[config.mk]
export PLATFORM = sky130hd
export DESIGN_NAME = sector_slot_sched
export DESIGN_NICKNAME = d
export VERILOG_FILES = /design/src/rtl/slot_sched_pkg.sv /design/src/rtl/slot_mask_reg.sv /design/src/rtl/slot_pick.sv /design/src/rtl/xfer_ctrl.sv /design/src/rtl/irq_block.sv /design/src/rtl/sector_slot_sched.sv
export SDC_FILE = /design/constraint.sdc
export NUM_CORES = 1
export LEC_CHECK = 0
export ABC_AREA = 1
export BUFFER_PORTS_ARGS = -buffer_cell sky130_fd_sc_hd__buf_2
export CAP_MARGIN = 30
export CORE_ASPECT_RATIO = 1.5
export CORE_MARGIN = 2
export CORE_UTILIZATION = 40
export CTS_BUF_LIST = sky130_fd_sc_hd__clkbuf_16
export DETAILED_ROUTE_END_ITERATION = 10
export HOLD_SLACK_MARGIN = 0.02
export PLACE_DENSITY = 0.66
export SLEW_MARGIN = 20
export SYNTH_ARGS = -nofsm -noshare
export SYNTH_HDL_FRONTEND = slang
export SYNTH_HIERARCHICAL = 1
export SYNTH_SLANG_ARGS = --single-unit
[constraint.sdc]
create_clock -name clk -period 2.1 [get_ports clk]
set_clock_uncertainty 0.05 [all_clocks]
set_input_delay 0.42 -clock clk [delete_from_list [all_inputs] [get_ports clk]]
set_output_delay 0.42 -clock clk [all_outputs]
set_load 0.01 [all_outputs]
[src/rtl/slot_sched_pkg.sv]
package slot_sched_pkg;

  localparam logic [31:0] ID_WORD = 32'hC0CA_CAFE;
  localparam int DATA_DONE_BIT = 26;
  localparam int CMD_DONE_BIT  = 28;

  localparam logic [1:0] A_ID   = 2'd0;
  localparam logic [1:0] A_IREQ = 2'd1;
  localparam logic [1:0] A_IEN  = 2'd2;
  localparam logic [1:0] A_SLOT = 2'd3;

  typedef enum logic [1:0] {
    XS_IDLE = 2'd0,
    XS_REQ  = 2'd1,
    XS_WAIT = 2'd2
  } xfer_state_e;

  // Buffer address of a slot: base plus slot number shifted by the block size.
  function automatic logic [31:0] slot_address(input logic [31:0] base,
                                               input int unsigned idx,
                                               input int unsigned blk_shift);
    logic [31:0] offs;
    offs = 32'(idx) << blk_shift;
    return base + offs;
  endfunction

endpackage

[src/rtl/slot_mask_reg.sv]
module slot_mask_reg #(
  parameter int SLOTS = 16,
  localparam int IW = $clog2(SLOTS)
) (
  input  logic             clk,
  input  logic             rst_n,
  input  logic             dma_en,
  input  logic             set_we,
  input  logic [SLOTS-1:0] set_mask,
  input  logic             clr_en,
  input  logic [IW-1:0]    clr_idx,
  output logic [SLOTS-1:0] slots
);

  logic [SLOTS-1:0] clr_mask;
  logic [SLOTS-1:0] slots_d;

  always_comb begin
    clr_mask = '0;
    if (clr_en) clr_mask[clr_idx] = 1'b1;
  end

  // Retire first, then arm, so a bit written in the same cycle stays set.
  always_comb begin
    if (!dma_en) slots_d = '0;
    else         slots_d = (slots & ~clr_mask) | (set_we ? set_mask : '0);
  end

  always_ff @(posedge clk) begin
    if (!rst_n) slots <= '0;
    else        slots <= slots_d;
  end

endmodule

[src/rtl/slot_pick.sv]
module slot_pick #(
  parameter int SLOTS = 16,
  localparam int IW = $clog2(SLOTS)
) (
  input  logic [SLOTS-1:0] slots,
  output logic             any_armed,
  output logic [IW-1:0]    top_idx
);

  logic [SLOTS-1:0] above;

  // above[i] is set when some slot numbered higher than i is armed.
  assign above[SLOTS-1] = 1'b0;
  for (genvar i = SLOTS - 2; i >= 0; i--) begin : g_above
    assign above[i] = above[i+1] | slots[i+1];
  end

  always_comb begin
    top_idx = '0;
    for (int i = 0; i < SLOTS; i++) begin
      if (slots[i] && !above[i]) top_idx = IW'(i);
    end
  end

  assign any_armed = |slots;

endmodule

[src/rtl/xfer_ctrl.sv]
module xfer_ctrl
  import slot_sched_pkg::*;
#(
  parameter int SLOTS = 16,
  localparam int IW = $clog2(SLOTS)
) (
  input  logic          clk,
  input  logic          rst_n,
  input  logic          dma_en,
  input  logic          any_armed,
  input  logic [IW-1:0] top_idx,
  input  logic          xfer_ack,
  input  logic          xfer_done,
  output logic          xfer_req,
  output logic [IW-1:0] cur_idx,
  output logic          start_evt,
  output logic          retire_evt
);

  xfer_state_e state, state_d;

  assign start_evt  = (state == XS_IDLE) && dma_en && any_armed;
  assign retire_evt = (state == XS_WAIT) && dma_en && xfer_done;
  assign xfer_req   = (state == XS_REQ);

  always_comb begin
    state_d = state;
    if (!dma_en) begin
      state_d = XS_IDLE;
    end else begin
      unique case (state)
        XS_IDLE: if (any_armed) state_d = XS_REQ;
        XS_REQ:  if (xfer_ack)  state_d = XS_WAIT;
        XS_WAIT: if (xfer_done) state_d = XS_IDLE;
        default: state_d = XS_IDLE;
      endcase
    end
  end

  always_ff @(posedge clk) begin
    if (!rst_n) begin
      state   <= XS_IDLE;
      cur_idx <= '0;
    end else begin
      state <= state_d;
      if (start_evt) cur_idx <= top_idx;
    end
  end

endmodule

[src/rtl/irq_block.sv]
module irq_block
  import slot_sched_pkg::*;
(
  input  logic        clk,
  input  logic        rst_n,
  input  logic        data_set,
  input  logic        data_clr,
  input  logic        cmd_set,
  input  logic        cmd_clr,
  input  logic        en_we,
  input  logic [31:0] en_wdata,
  output logic [31:0] req_word,
  output logic [31:0] en_word,
  output logic        irq
);

  logic data_q, cmd_q;

  // Set takes precedence over clear for both flags.
  always_ff @(posedge clk) begin
    if (!rst_n) begin
      data_q  <= 1'b0;
      cmd_q   <= 1'b0;
      en_word <= '0;
    end else begin
      data_q <= data_set | (data_q & ~data_clr);
      cmd_q  <= cmd_set  | (cmd_q  & ~cmd_clr);
      if (en_we) en_word <= en_wdata;
    end
  end

  always_comb begin
    req_word = '0;
    req_word[DATA_DONE_BIT] = data_q;
    req_word[CMD_DONE_BIT]  = cmd_q;
  end

  assign irq = |(req_word & en_word);

endmodule

[src/rtl/sector_slot_sched.sv]
module sector_slot_sched
  import slot_sched_pkg::*;
#(
  parameter int SLOTS     = 16,
  parameter int BLK_SHIFT = 12,
  localparam int IW = $clog2(SLOTS)
) (
  input  logic        clk,
  input  logic        rst_n,
  input  logic        reg_we,
  input  logic [1:0]  reg_addr,
  input  logic [31:0] reg_wdata,
  output logic [31:0] reg_rdata,
  input  logic        dma_en,
  input  logic [31:0] dma_base,
  input  logic        cmd_tx_done,
  input  logic        data_irq_clr,
  output logic        xfer_req,
  output logic [31:0] xfer_addr,
  input  logic        xfer_ack,
  input  logic        xfer_done,
  output logic        irq
);

  logic [SLOTS-1:0] slot_q;
  logic             any_armed;
  logic [IW-1:0]    sel_idx;
  logic [IW-1:0]    cur_idx;
  logic             start_evt;
  logic             retire_evt;
  logic             slot_wr;
  logic             ien_wr;
  logic [31:0]      ireq_word;
  logic [31:0]      ien_word;

  assign slot_wr = reg_we && (reg_addr == A_SLOT);
  assign ien_wr  = reg_we && (reg_addr == A_IEN);

  slot_mask_reg #(.SLOTS(SLOTS)) u_mask (
    .clk      (clk),
    .rst_n    (rst_n),
    .dma_en   (dma_en),
    .set_we   (slot_wr),
    .set_mask (reg_wdata[SLOTS-1:0]),
    .clr_en   (retire_evt),
    .clr_idx  (cur_idx),
    .slots    (slot_q)
  );

  slot_pick #(.SLOTS(SLOTS)) u_pick (
    .slots     (slot_q),
    .any_armed (any_armed),
    .top_idx   (sel_idx)
  );

  xfer_ctrl #(.SLOTS(SLOTS)) u_ctrl (
    .clk        (clk),
    .rst_n      (rst_n),
    .dma_en     (dma_en),
    .any_armed  (any_armed),
    .top_idx    (sel_idx),
    .xfer_ack   (xfer_ack),
    .xfer_done  (xfer_done),
    .xfer_req   (xfer_req),
    .cur_idx    (cur_idx),
    .start_evt  (start_evt),
    .retire_evt (retire_evt)
  );

  irq_block u_irq (
    .clk      (clk),
    .rst_n    (rst_n),
    .data_set (retire_evt),
    .data_clr (data_irq_clr),
    .cmd_set  (cmd_tx_done),
    .cmd_clr  (slot_wr),
    .en_we    (ien_wr),
    .en_wdata (reg_wdata),
    .req_word (ireq_word),
    .en_word  (ien_word),
    .irq      (irq)
  );

  assign xfer_addr = slot_address(dma_base, int'(cur_idx), BLK_SHIFT);

  always_comb begin
    unique case (reg_addr)
      A_ID:    reg_rdata = ID_WORD;
      A_IREQ:  reg_rdata = ireq_word;
      A_IEN:   reg_rdata = ien_word;
      default: reg_rdata = 32'(slot_q);
    endcase
  end

endmodule

==> impl_summary.md <==
Run status
The run finished, with violations left. The checks that failed: setup timing.

Worst setup path
The endpoint identified for the worst register-to-register timing path is u_ctrl/cur_idx[1]$_SDFFE_PN0P_. By startpoint and endpoint, the worst setup path is classified as reg2out. The slack of the worst reg-to-reg path is approximately 0.4 ns. The worst setup path is launched from a register. The worst setup path is captured at an output port. The data required time of the critical path is 1.63 ns. The largest fanout on the critical path is 3. The reg-to-reg startpoint is u_mask/slots[13]$_SDFF_PN0_. The worst register-to-register path has a depth of 10. The endpoint arrival time on the critical path is ~1.8 ns.

Global route
The first global-routing pass estimated 17500 um of wire. The number of global-route vias before repair came to approximately 4000. In the global route stage, overall resource usage came out at between 10% and 20%.

For this run the aggregate overflow at the end of global routing stands at 0. The number of antenna violations at the first check in global routing is 0. The largest net degree at the start of global routing is 33.

Clock network
Hold repair after CTS inserted 0 buffers. The clock insertion delay at the later pin of the skew report is 0.30 ns. The clock sink count is 56. No sink is reached through more buffers than the 2 on the longest clock path. The TritonCTS clock tree is yes.

The number of clock buffers added by TritonCTS is 5. Clock-pin slew was measured on the worst setup and hold paths at 0.07 ns. The H-tree generated during clock tree synthesis spans 2 levels. The root buffer cell chosen for the clock tree is clkbuf_16.

Placement
Buffers placed on the I/O ports in this run total 115. The total instance count after detailed placement is 829. The HPWL after detailed placement is 8120 um. At the end of routability-driven placement, the weighted congestion stood at 0.898. Prior to clock tree synthesis, the placed netlist has a worst setup slack of -0.133 ns.

Logic synthesis
The synthesized cell area is 3930 um2. In this run the mean area of a mapped cell was 6.32 um2. The number of warnings reported in the yosys synthesis log is 6. The synthesized instance count is 621.

Drt
For this run, design rule violations remaining after detail routing come to 0. The total number of vias is between 4000 and 5000. The number of vias per cell is around 4.9. The post-detailed-routing wire length is 10500 um. The average wire length per cell after detail routing is 12.5 um. The initial detailed-routing violation count is 98.

In this run the remaining antenna-violating nets after routing total 0. The number of optimization iterations in the first detailed-route pass is 4.

Pwr
Across the VDD grid, the largest voltage drop is 0.000462 V. For this design the static power due to leakage is 2.29 nW. The total power density per cell area is 561 nW/um2.

Layout
The count of fill cells added during filler insertion is 1026. The share of final-layout standard cells stronger than drive strength 1 is 26.5%. The repair_antennas step left the layout with diodes totalling 0. For this run, the post-layout net count is between 800 and 900. Relative to the synthesized area, the layout overhead comes to 20.0%.

Leaving out filler cells and counting taps, the final layout contains 839.

Timing
The final max-slew violation count was 0. The smallest setup slack after layout is -0.186 ns. Setup repair after global routing could not meet its margin everywhere. The relative slew slack is 61.9%. For the pin with the worst max-slew slack, the measured transition is ~0.57 ns. Subtracting the final worst setup slack from the clock period gives 2.29 ns. Of the available clock period, the critical path in the final layout requires 109%. The number of setup violations in the final report is 13. The number of hold violations in the final report is 0. Derived from the worst setup path, the maximum achievable clock frequency is 437 MHz.

Floorplan
The area of the die is 10600 um2. During I/O placement, the number of pins put on the boundary was 140. Once the floorplan was initialized, standard cells occupied 40.8% of the core. The cell row count is between 40 and 50. The floorplan step set the die height to 125 um. The horizontal die dimension is 84.9 um. The area of the core is 9630 um2.

Hold path
The hold path startpoint is reg_wdata[27]. The sink of the worst hold path is u_irq/en_word[27]$_SDFFE_PN0P_. The cell depth of the worst min-delay path is 3. The worst hold path belongs to the class in2reg.

Job
The count of max-cap constraint violations is 0.
## worst max-delay path: stages (launching register included)
cell and delay [ns]:
dfxtp_4 0.37, ha_4 0.13, inv_2 0.03, fa_2 0.38, inv_2 0.10, nand3_1 0.10
nand2_2 0.12, nand2_1 0.06, nand2_1 0.06, nand2_1 0.04, buf_2 0.13
## power by group
group | leakage (nW) | switching [mW] | internal (mW) | total, mW
Combinational | 1.76 | 0.383 | 0.261 | 0.645
Sequential | 0.459 | 0.0301 | 1.11 | 1.14
Clock | 0.0660 | 0.412 | 0.445 | 0.858
Total | 2.29 | 0.826 | 1.82 | 2.64
## cells in the final DEF, fill, tap and decap left out, drive strengths merged
master and count:
conb 30, and2 2, nand2 158, buf 131
nor3 4, xnor2 2, a31o 1, clkinv 1
o2111ai 1, nand3 40, clkinvlp 2, dfxtp 56
o21bai 3, nand4 7, clkbuf 5, nor4 1
o21ai 53, fa 1, xor2 6, inv 56
a22o 10, nor2 111, a21oi 31, nand3b 6
and3 1, ha 4, or2 1
## state kept, by name, summed over array words and instances (netlist names)
register        cells
u_ctrl/state        2
u_ctrl/cur_idx      4
u_irq/data_q        1
u_irq/cmd_q         1
u_mask/slots       16
u_irq/en_word      32
## routing by layer
metal  wire length [um]  vias to the layer above  part of all wire, %  global-route usage (%)
met2               5440                      128                   52                    37.1
met1               4200                     1864                   40                    21.6
met3                592                       20                  5.6                    3.37
met4                261                        0                  2.5                    7.56
li1                   -                     2113                    -                       -
met5                  0                        -                    0                       0
## worst max-delay path by stage
| stage | cells after the start | start | to |
|---|---|---|---|
| 3_5_place_dp | 11 | dma_base[12] | xfer_addr[28] |
| 3_3_place_gp | 11 | dma_base[12] | xfer_addr[30] |
| 6_report | 10 | u_ctrl/cur_idx[0]$_SDFFE_PN0P_ | xfer_addr[30] |
| 5_1_grt | 10 | u_ctrl/cur_idx[0]$_SDFFE_PN0P_ | xfer_addr[26] |
| 4_1_cts | 10 | u_ctrl/cur_idx[0]$_SDFFE_PN0P_ | xfer_addr[26] |
| 2_1_floorplan | 7 | u_ctrl/cur_idx[0]$_SDFFE_PN0P_ | xfer_addr[18] |
## layout make-up
cell class	count	area [um2]	area share, %
multi-input combinational	473	2380	50.5
timing repair buffer	131	699	14.8
tap	115	144	3.05
clock inverter	3	23.8	0.505
clock buffer	5	125	2.66
sequential	56	1130	24.0
inverter	56	210	4.46
## per-stage QoR
stage          hold WS [ns]  utilization, %  setup TNS (ns)  power, mW  instance area (um2)
5_1_grt               0.299            48.9           -2.33       2.77                 4710
3_3_place_gp          0.415            45.4          -0.579       1.74                 4380
3_5_place_dp          0.431            45.4          -0.847       1.75                 4380
6_report              0.287            48.9           -1.27       2.64                 4710
2_1_floorplan         0.399               -               0       1.58                 4040
4_1_cts               0.283            47.6           -1.99       2.62                 4590
## repair_timing
action	4_1_cts	5_1_grt
resized for setup	15	28
endpoints found under the setup margin	17	18
pin swaps	10	17
setup buffers	1	1
Power figures use the tool's default switching activity.
